### config.mk
export PLATFORM = sky130hd
export DESIGN_NAME = adc_seq_ctrl
export DESIGN_NICKNAME = d
export VERILOG_FILES = /design/src/rtl/adc_seq_pkg.sv /design/src/rtl/adc_sar_core.sv /design/src/rtl/adc_result_pack.sv /design/src/rtl/adc_seq_ctrl.sv
export SDC_FILE = /design/constraint.sdc
export NUM_CORES = 1
export LEC_CHECK = 0
export CORE_UTILIZATION = 30
export DETAILED_ROUTE_END_ITERATION = 16
export SLEW_MARGIN = 20
export SYNTH_ARGS = -nofsm -noshare
export SYNTH_HDL_FRONTEND = slang
export SYNTH_HIERARCHICAL = 1
export SYNTH_SLANG_ARGS = --single-unit
### constraint.sdc
create_clock -name clk_i -period 3.4 [get_ports clk_i]
set_input_delay 0.51 -clock clk_i [delete_from_list [all_inputs] [get_ports clk_i]]
set_output_delay 0.51 -clock clk_i [all_outputs]
set_load 0.02 [all_outputs]
### src/rtl/adc_seq_pkg.sv
package adc_seq_pkg;
  typedef enum logic [1:0] {ST_IDLE, ST_CONV, ST_RECOV} seq_state_e;

  localparam int unsigned CTRL_EN   = 0;
  localparam int unsigned CTRL_GO   = 1;
  localparam int unsigned CTRL_FMT  = 2;
  localparam int unsigned CTRL_IE   = 3;
  localparam int unsigned CTRL_FLAG = 4;

  localparam logic [1:0] ADDR_CTRL   = 2'd0;
  localparam logic [1:0] ADDR_RES_HI = 2'd1;
  localparam logic [1:0] ADDR_RES_LO = 2'd2;
endpackage

### src/rtl/adc_sar_core.sv
module adc_sar_core #(
  parameter int unsigned RES_W = 10
) (
  input  logic             clk_i,
  input  logic             rst_ni,
  input  logic             clear_i,
  input  logic             step_i,
  input  logic             cmp_i,
  output logic [RES_W-1:0] code_o,
  output logic             last_o,
  output logic [RES_W-1:0] result_o
);
  localparam int unsigned STEP_W = $clog2(RES_W + 1);
  localparam logic [RES_W-1:0] MSB_ONLY = {1'b1, {(RES_W-1){1'b0}}};

  logic [STEP_W-1:0] step_q;
  logic [RES_W-1:0]  code_q, code_d;

  // step 0 only sets the MSB trial; step k resolves bit RES_W-k and tries the next
  always_comb begin
    code_d = code_q;
    for (int i = 0; i < RES_W; i++) begin
      if (step_q != '0 && i == int'(RES_W) - int'(step_q)) code_d[i] = cmp_i;
      if (int'(step_q) < int'(RES_W) && i == int'(RES_W) - 1 - int'(step_q)) code_d[i] = 1'b1;
    end
  end

  assign last_o   = (step_q == STEP_W'(RES_W));
  assign code_o   = code_q;
  assign result_o = code_d;

  always_ff @(posedge clk_i or negedge rst_ni) begin
    if (!rst_ni) begin
      step_q <= '0;
      code_q <= '0;
    end else if (clear_i) begin
      step_q <= '0;
      code_q <= '0;
    end else if (step_i) begin
      code_q <= code_d;
      if (!last_o) step_q <= step_q + 1'b1;
    end
  end


  sar_msb_first_chk: assert property (@(posedge clk_i) disable iff (!rst_ni)
    (step_i && !clear_i && step_q == '0) |=> (code_q == MSB_ONLY));
endmodule

### src/rtl/adc_result_pack.sv
module adc_result_pack #(
  parameter int unsigned RES_W  = 10,
  parameter int unsigned DATA_W = 8
) (
  input  logic [RES_W-1:0]  res_i,
  input  logic              right_i,
  output logic [DATA_W-1:0] hi_o,
  output logic [DATA_W-1:0] lo_o
);
  localparam int unsigned PACK_W = 2 * DATA_W;

  logic [PACK_W-1:0] left_w, right_w, sel_w;

  generate
    if (PACK_W > RES_W) begin : g_pad
      assign left_w  = {res_i, {(PACK_W-RES_W){1'b0}}};
      assign right_w = {{(PACK_W-RES_W){1'b0}}, res_i};
    end else begin : g_full
      assign left_w  = res_i[RES_W-1 -: PACK_W];
      assign right_w = res_i[PACK_W-1:0];
    end
  endgenerate

  assign sel_w = right_i ? right_w : left_w;
  assign hi_o  = sel_w[PACK_W-1:DATA_W];
  assign lo_o  = sel_w[DATA_W-1:0];
endmodule

### src/rtl/adc_seq_ctrl.sv
module adc_seq_ctrl
  import adc_seq_pkg::*;
#(
  parameter int unsigned RES_W       = 10,
  parameter int unsigned DATA_W      = 8,
  parameter int unsigned RECOV_TICKS = 2
) (
  input  logic              clk_i,
  input  logic              rst_ni,
  input  logic              wr_en_i,
  input  logic [1:0]        addr_i,
  input  logic [DATA_W-1:0] wdata_i,
  output logic [DATA_W-1:0] rdata_o,
  input  logic              conv_tick_i,
  input  logic              cmp_i,
  output logic              sample_o,
  output logic [RES_W-1:0]  dac_code_o,
  output logic              irq_o
);
  localparam int unsigned RCNT_W = (RECOV_TICKS > 1) ? $clog2(RECOV_TICKS) : 1;

  seq_state_e        state_q, state_d;
  logic              en_q, fmt_q, ie_q, flag_q;
  logic [RCNT_W-1:0] rcnt_q, rcnt_d;
  logic [DATA_W-1:0] res_hi_q, res_lo_q, pack_hi, pack_lo;
  logic [RES_W-1:0]  sar_result;
  logic              sar_last;
  logic              wr_ctrl, start_req, abort_req, conv_step, done;
  logic              unused_wdata;

  assign unused_wdata = ^wdata_i[DATA_W-1:CTRL_FLAG+1];

  assign wr_ctrl   = wr_en_i && (addr_i == ADDR_CTRL);
  // start needs enable already set by an earlier write
  assign start_req = wr_ctrl && wdata_i[CTRL_GO] && wdata_i[CTRL_EN] && en_q
                     && (state_q == ST_IDLE);
  assign abort_req = wr_ctrl && (state_q == ST_CONV)
                     && (!wdata_i[CTRL_GO] || !wdata_i[CTRL_EN]);
  assign conv_step = (state_q == ST_CONV) && conv_tick_i && !abort_req;
  assign done      = conv_step && sar_last;

  adc_sar_core #(.RES_W(RES_W)) i_sar (
    .clk_i    (clk_i),
    .rst_ni   (rst_ni),
    .clear_i  (start_req),
    .step_i   (conv_step),
    .cmp_i    (cmp_i),
    .code_o   (dac_code_o),
    .last_o   (sar_last),
    .result_o (sar_result)
  );

  adc_result_pack #(.RES_W(RES_W), .DATA_W(DATA_W)) i_pack (
    .res_i   (sar_result),
    .right_i (fmt_q),
    .hi_o    (pack_hi),
    .lo_o    (pack_lo)
  );

  always_comb begin
    state_d = state_q;
    rcnt_d  = rcnt_q;
    unique case (state_q)
      ST_IDLE:  if (start_req) state_d = ST_CONV;
      ST_CONV: begin
        if (abort_req) begin
          state_d = ST_RECOV;
          rcnt_d  = '0;
        end else if (done) begin
          state_d = ST_IDLE;
        end
      end
      ST_RECOV: if (conv_tick_i) begin
        if (rcnt_q == RCNT_W'(RECOV_TICKS - 1)) begin
          state_d = ST_IDLE;
          rcnt_d  = '0;
        end else begin
          rcnt_d = rcnt_q + 1'b1;
        end
      end
      default: state_d = ST_IDLE;
    endcase
  end

  always_ff @(posedge clk_i or negedge rst_ni) begin
    if (!rst_ni) begin
      state_q  <= ST_IDLE;
      rcnt_q   <= '0;
      en_q     <= 1'b0;
      fmt_q    <= 1'b0;
      ie_q     <= 1'b0;
      flag_q   <= 1'b0;
      res_hi_q <= '0;
      res_lo_q <= '0;
    end else begin
      state_q <= state_d;
      rcnt_q  <= rcnt_d;
      if (wr_ctrl) begin
        en_q  <= wdata_i[CTRL_EN];
        fmt_q <= wdata_i[CTRL_FMT];
        ie_q  <= wdata_i[CTRL_IE];
      end
      if (done)                                flag_q <= 1'b1;
      else if (wr_ctrl && !wdata_i[CTRL_FLAG]) flag_q <= 1'b0;
      if (done) begin
        res_hi_q <= pack_hi;
        res_lo_q <= pack_lo;
      end
    end
  end

  always_comb begin
    rdata_o = '0;
    unique case (addr_i)
      ADDR_CTRL: begin
        rdata_o[CTRL_EN]   = en_q;
        rdata_o[CTRL_GO]   = (state_q == ST_CONV);
        rdata_o[CTRL_FMT]  = fmt_q;
        rdata_o[CTRL_IE]   = ie_q;
        rdata_o[CTRL_FLAG] = flag_q;
      end
      ADDR_RES_HI: rdata_o = res_hi_q;
      ADDR_RES_LO: rdata_o = res_lo_q;
      default:     rdata_o = '0;
    endcase
  end

  assign sample_o = en_q && (state_q == ST_IDLE);
  assign irq_o    = flag_q && ie_q;


  res_hold_chk: assert property (@(posedge clk_i) disable iff (!rst_ni)
    !done |=> ($stable(res_hi_q) && $stable(res_lo_q)));

  start_ignored_chk: assert property (@(posedge clk_i) disable iff (!rst_ni)
    (wr_ctrl && !en_q && state_q != ST_CONV) |=> (state_q != ST_CONV));

  flag_rise_chk: assert property (@(posedge clk_i) disable iff (!rst_ni)
    $rose(flag_q) |-> $past(done));

  done_idle_chk: assert property (@(posedge clk_i) disable iff (!rst_ni)
    done |=> (state_q == ST_IDLE && flag_q));

  recov_hold_chk: assert property (@(posedge clk_i) disable iff (!rst_ni)
    (state_q == ST_RECOV && !conv_tick_i) |=> (state_q == ST_RECOV));
endmodule

==> flow_summary.toml <==
[outcome]
status = "finished, final reports clean"

[global_route]
antenna_found_initial = 0
grt_use_total = 0.145
grt_pass1_wl_microns = 10100
grt.overflow.total = 0
grt_max_degree = 38
grt_pass1_vias = 1965

[synth]
synthFlopType = "dfrtp_1"
synth-edff-count = 0
syn_nets = 281
avgSynthCellArea_sq_um = 10.4
yosys-top-cells-area = "dfrtp_1, mux2_4, ha_1, mux2_2, mux2i_1"
synth_top_area_share = 0.350
synth_top_cell_by_area = "dfrtp_1"
ys_types = 54
synth_commonest_cells = "dfrtp_1, nand2_1, nor2_1, nor2b_1"
syn-cell-area_sq_um = 2640
synthCells = 253
yosysSeqAreaShare = 0.350
ys_ff_latch = 37
synth_warnings = 6
yosysMostFrequentCell = "dfrtp_1"
async_flop_share = 1.00

[layout]
seq_area_sq_um = 926
drive_gt1_frac = 0.174
final_nets = 308
final_util = 0.371
fillers = 852
num_antenna_cells = 0
fin_area_sq_um = 3110
multi_input_area_sq_um = 1550
areaGrowthSynthToFinish_pct = 17.6

[pwr]
p_int_w = 0.00125
vdd_drop_max_mv = 0.230
power_frac_clock = 0.183
seqPwrFrac = 0.304
comb_power_share = 0.513
p_leak_nw = 1.39
power_density_nw_per_um2 = 693
p_total_w = 0.00215
switchingPower_w = 0.000906
swShare = 0.421

[floorplanning]
coreArea_sq_um = 8380
num_io_pins = 35
die-area_sq_um = 9190
start_util = 0.315
chipHeight_microns = 95.9
die_w_microns = 95.9
core.rowCount = 33

[place]
post-place-ws_ns = 0.422
hpwl_microns = 4460
place_area_sq_um = 2990
gp_congestion = 0.902
port_buffers = 31

[worst_setup_path]
cp_slowest_cell = "clkdlybuf4s50_1"
worstSetupPathType = "in2out"
crit_path_frequent_cell = "clkdlybuf4s50_1"
crit_arrival_ns = 2.46
cp.buffers_inverters = 3
cp-start-kind = "input port"
critPathMaxFanout = 8
path_delay_family = "buffers and inverters"
critical-path-max-stage-delay_ns = 0.54
path_cells = "clkdlybuf4s50_1, inv_1, ha_1, a222oi_1, nor2_1, clkdlybuf4s50_1"
end_kind = "primary output"
cp.required_ns = 2.89

[sta]
fin_crit_ns = 2.97
finalCritPeriodShare = 0.872
worst_slack_ns = 0.434
clock_skew_ns = 0.00441
slew-limit-headroom = 0.442
setup_viol = 0
fin_setup_tns_ns = 0
report.final.hold_viol_count = 0
worst_slew_pin_slew_ns = 0.837
fmax_ghz = 0.337
report.final.slew_viol_count = 0
rsz0062_at_grt = "false"

[clock_tree]
cts_tree = "built"
clock-sinks = 37
holdBufCountCts = 0
cts_resized = 0
clockBufferDepth = 2
clk_pin_slew_ns = 0.08
numCtsBuffers = 5
clkLatencyLatePin_ns = 0.29
cts_root_buf = "clkbuf_8"
cts.htree.levels = 2
post_cts_buffers = 0

[drt]
drt-pass1-iter-count = 4
routed_wirelength_microns = 6110
viasPerCell = 5.15
first_iter_violations = 118
wl_per_cell_microns = 15.8
routed-via-count = 1988
drc = 0
drtAntennaViolNets = 0

[run]
cap_violations = 0

[worst_hold_path]
min_path_type = "in2async"
[through the flow]
stage / std cells / hold slack [ns]
after global routing: 386 / 0.383
after floorplan: 253 / 0.214
after detailed placement: 378 / 0.494
after CTS: 386 / 0.352
final: 386 / 0.305
after global placement: 378 / 0.490
[power groups by stage]
stage	Clock, W	Sequential [W]	Combinational [W]
final	0.000394	0.000655	0.00110
after global routing	0.000425	0.000669	0.00121
after CTS	0.000404	0.000653	0.00111
after detailed placement	0	0.000661	0.00110
after global placement	0	0.000655	0.00109
after floorplan	0	0.000637	0.000855
[final cells by class]
class                           instances  area share
Inverter                               13      0.0157
Sequential cell                        37       0.298
Multi-Input combinational cell        188       0.499
Tap cell                              105      0.0423
Timing Repair Buffer                   35       0.108
Clock inverter                          3      0.0149
Clock buffer                            5      0.0221
[placed cells by master (no fill, tap or decap), drive strengths merged, types with 5 or more instances in the layout]
cell type	instances
a211oi	6
a222oi	5
and2	8
buf	5
clkbuf	5
clkdlybuf4s50	30
dfrtp	37
ha	13
inv	13
mux2	23
mux2i	11
nand2	23
nand2b	5
nor2	20
nor2b	14
o21ai	6
[kinds of logic (layout without fill, tap and decap cells)]
logic type	after synthesis	after routing	share of synthesized area
AOI/OAI and AO/OA	49	49	0.175
xor gates and xnor gates	2	2	0.00663
buffers and inverters	28	56	0.0649
adders and majority gates	13	13	0.0616
muxes	34	34	0.158
and+or+nand+nor	90	90	0.184
DFF	37	37	0.350
[metal layers]
metal | track usage | wire length, microns | vias up
li1 | - | - | 965
met4 | 0.0510 | 78 | 0
met5 | 0 | 0 | -
met2 | 0.232 | 2880 | 25
met1 | 0.198 | 3020 | 994
met3 | 0.0245 | 142 | 4
[state kept, by name (all words and copies together), names as in the netlist]
name / cells
en_q: 1
flag_q: 1
fmt_q: 1
i_sar/code_o: 10
i_sar/step_q: 4
ie_q: 1
rcnt_q: 1
res_hi_q: 8
res_lo_q: 8
state_q: 2
[worst paths after layout]
kind / endpoint / start / depth (start not counted) / slack [ns]
worst max register to register: res_hi_q[1] / i_sar/step_q[1] / 9 / 0.54
min in group clk_i: res_hi_q[3] / res_hi_q[3] / 1 / 0.52
worst min-delay path: i_sar/step_q[3] / rst_ni / 1 / 0.31
worst min register to register: res_hi_q[3] / res_hi_q[3] / 1 / 0.52
max in group asynchronous: res_lo_q[2] / rst_ni / 1 / 2.56
worst max-delay path: rdata_o[0] / addr_i[0] / 6 / 0.43
(Power assumes the default switching activity.)
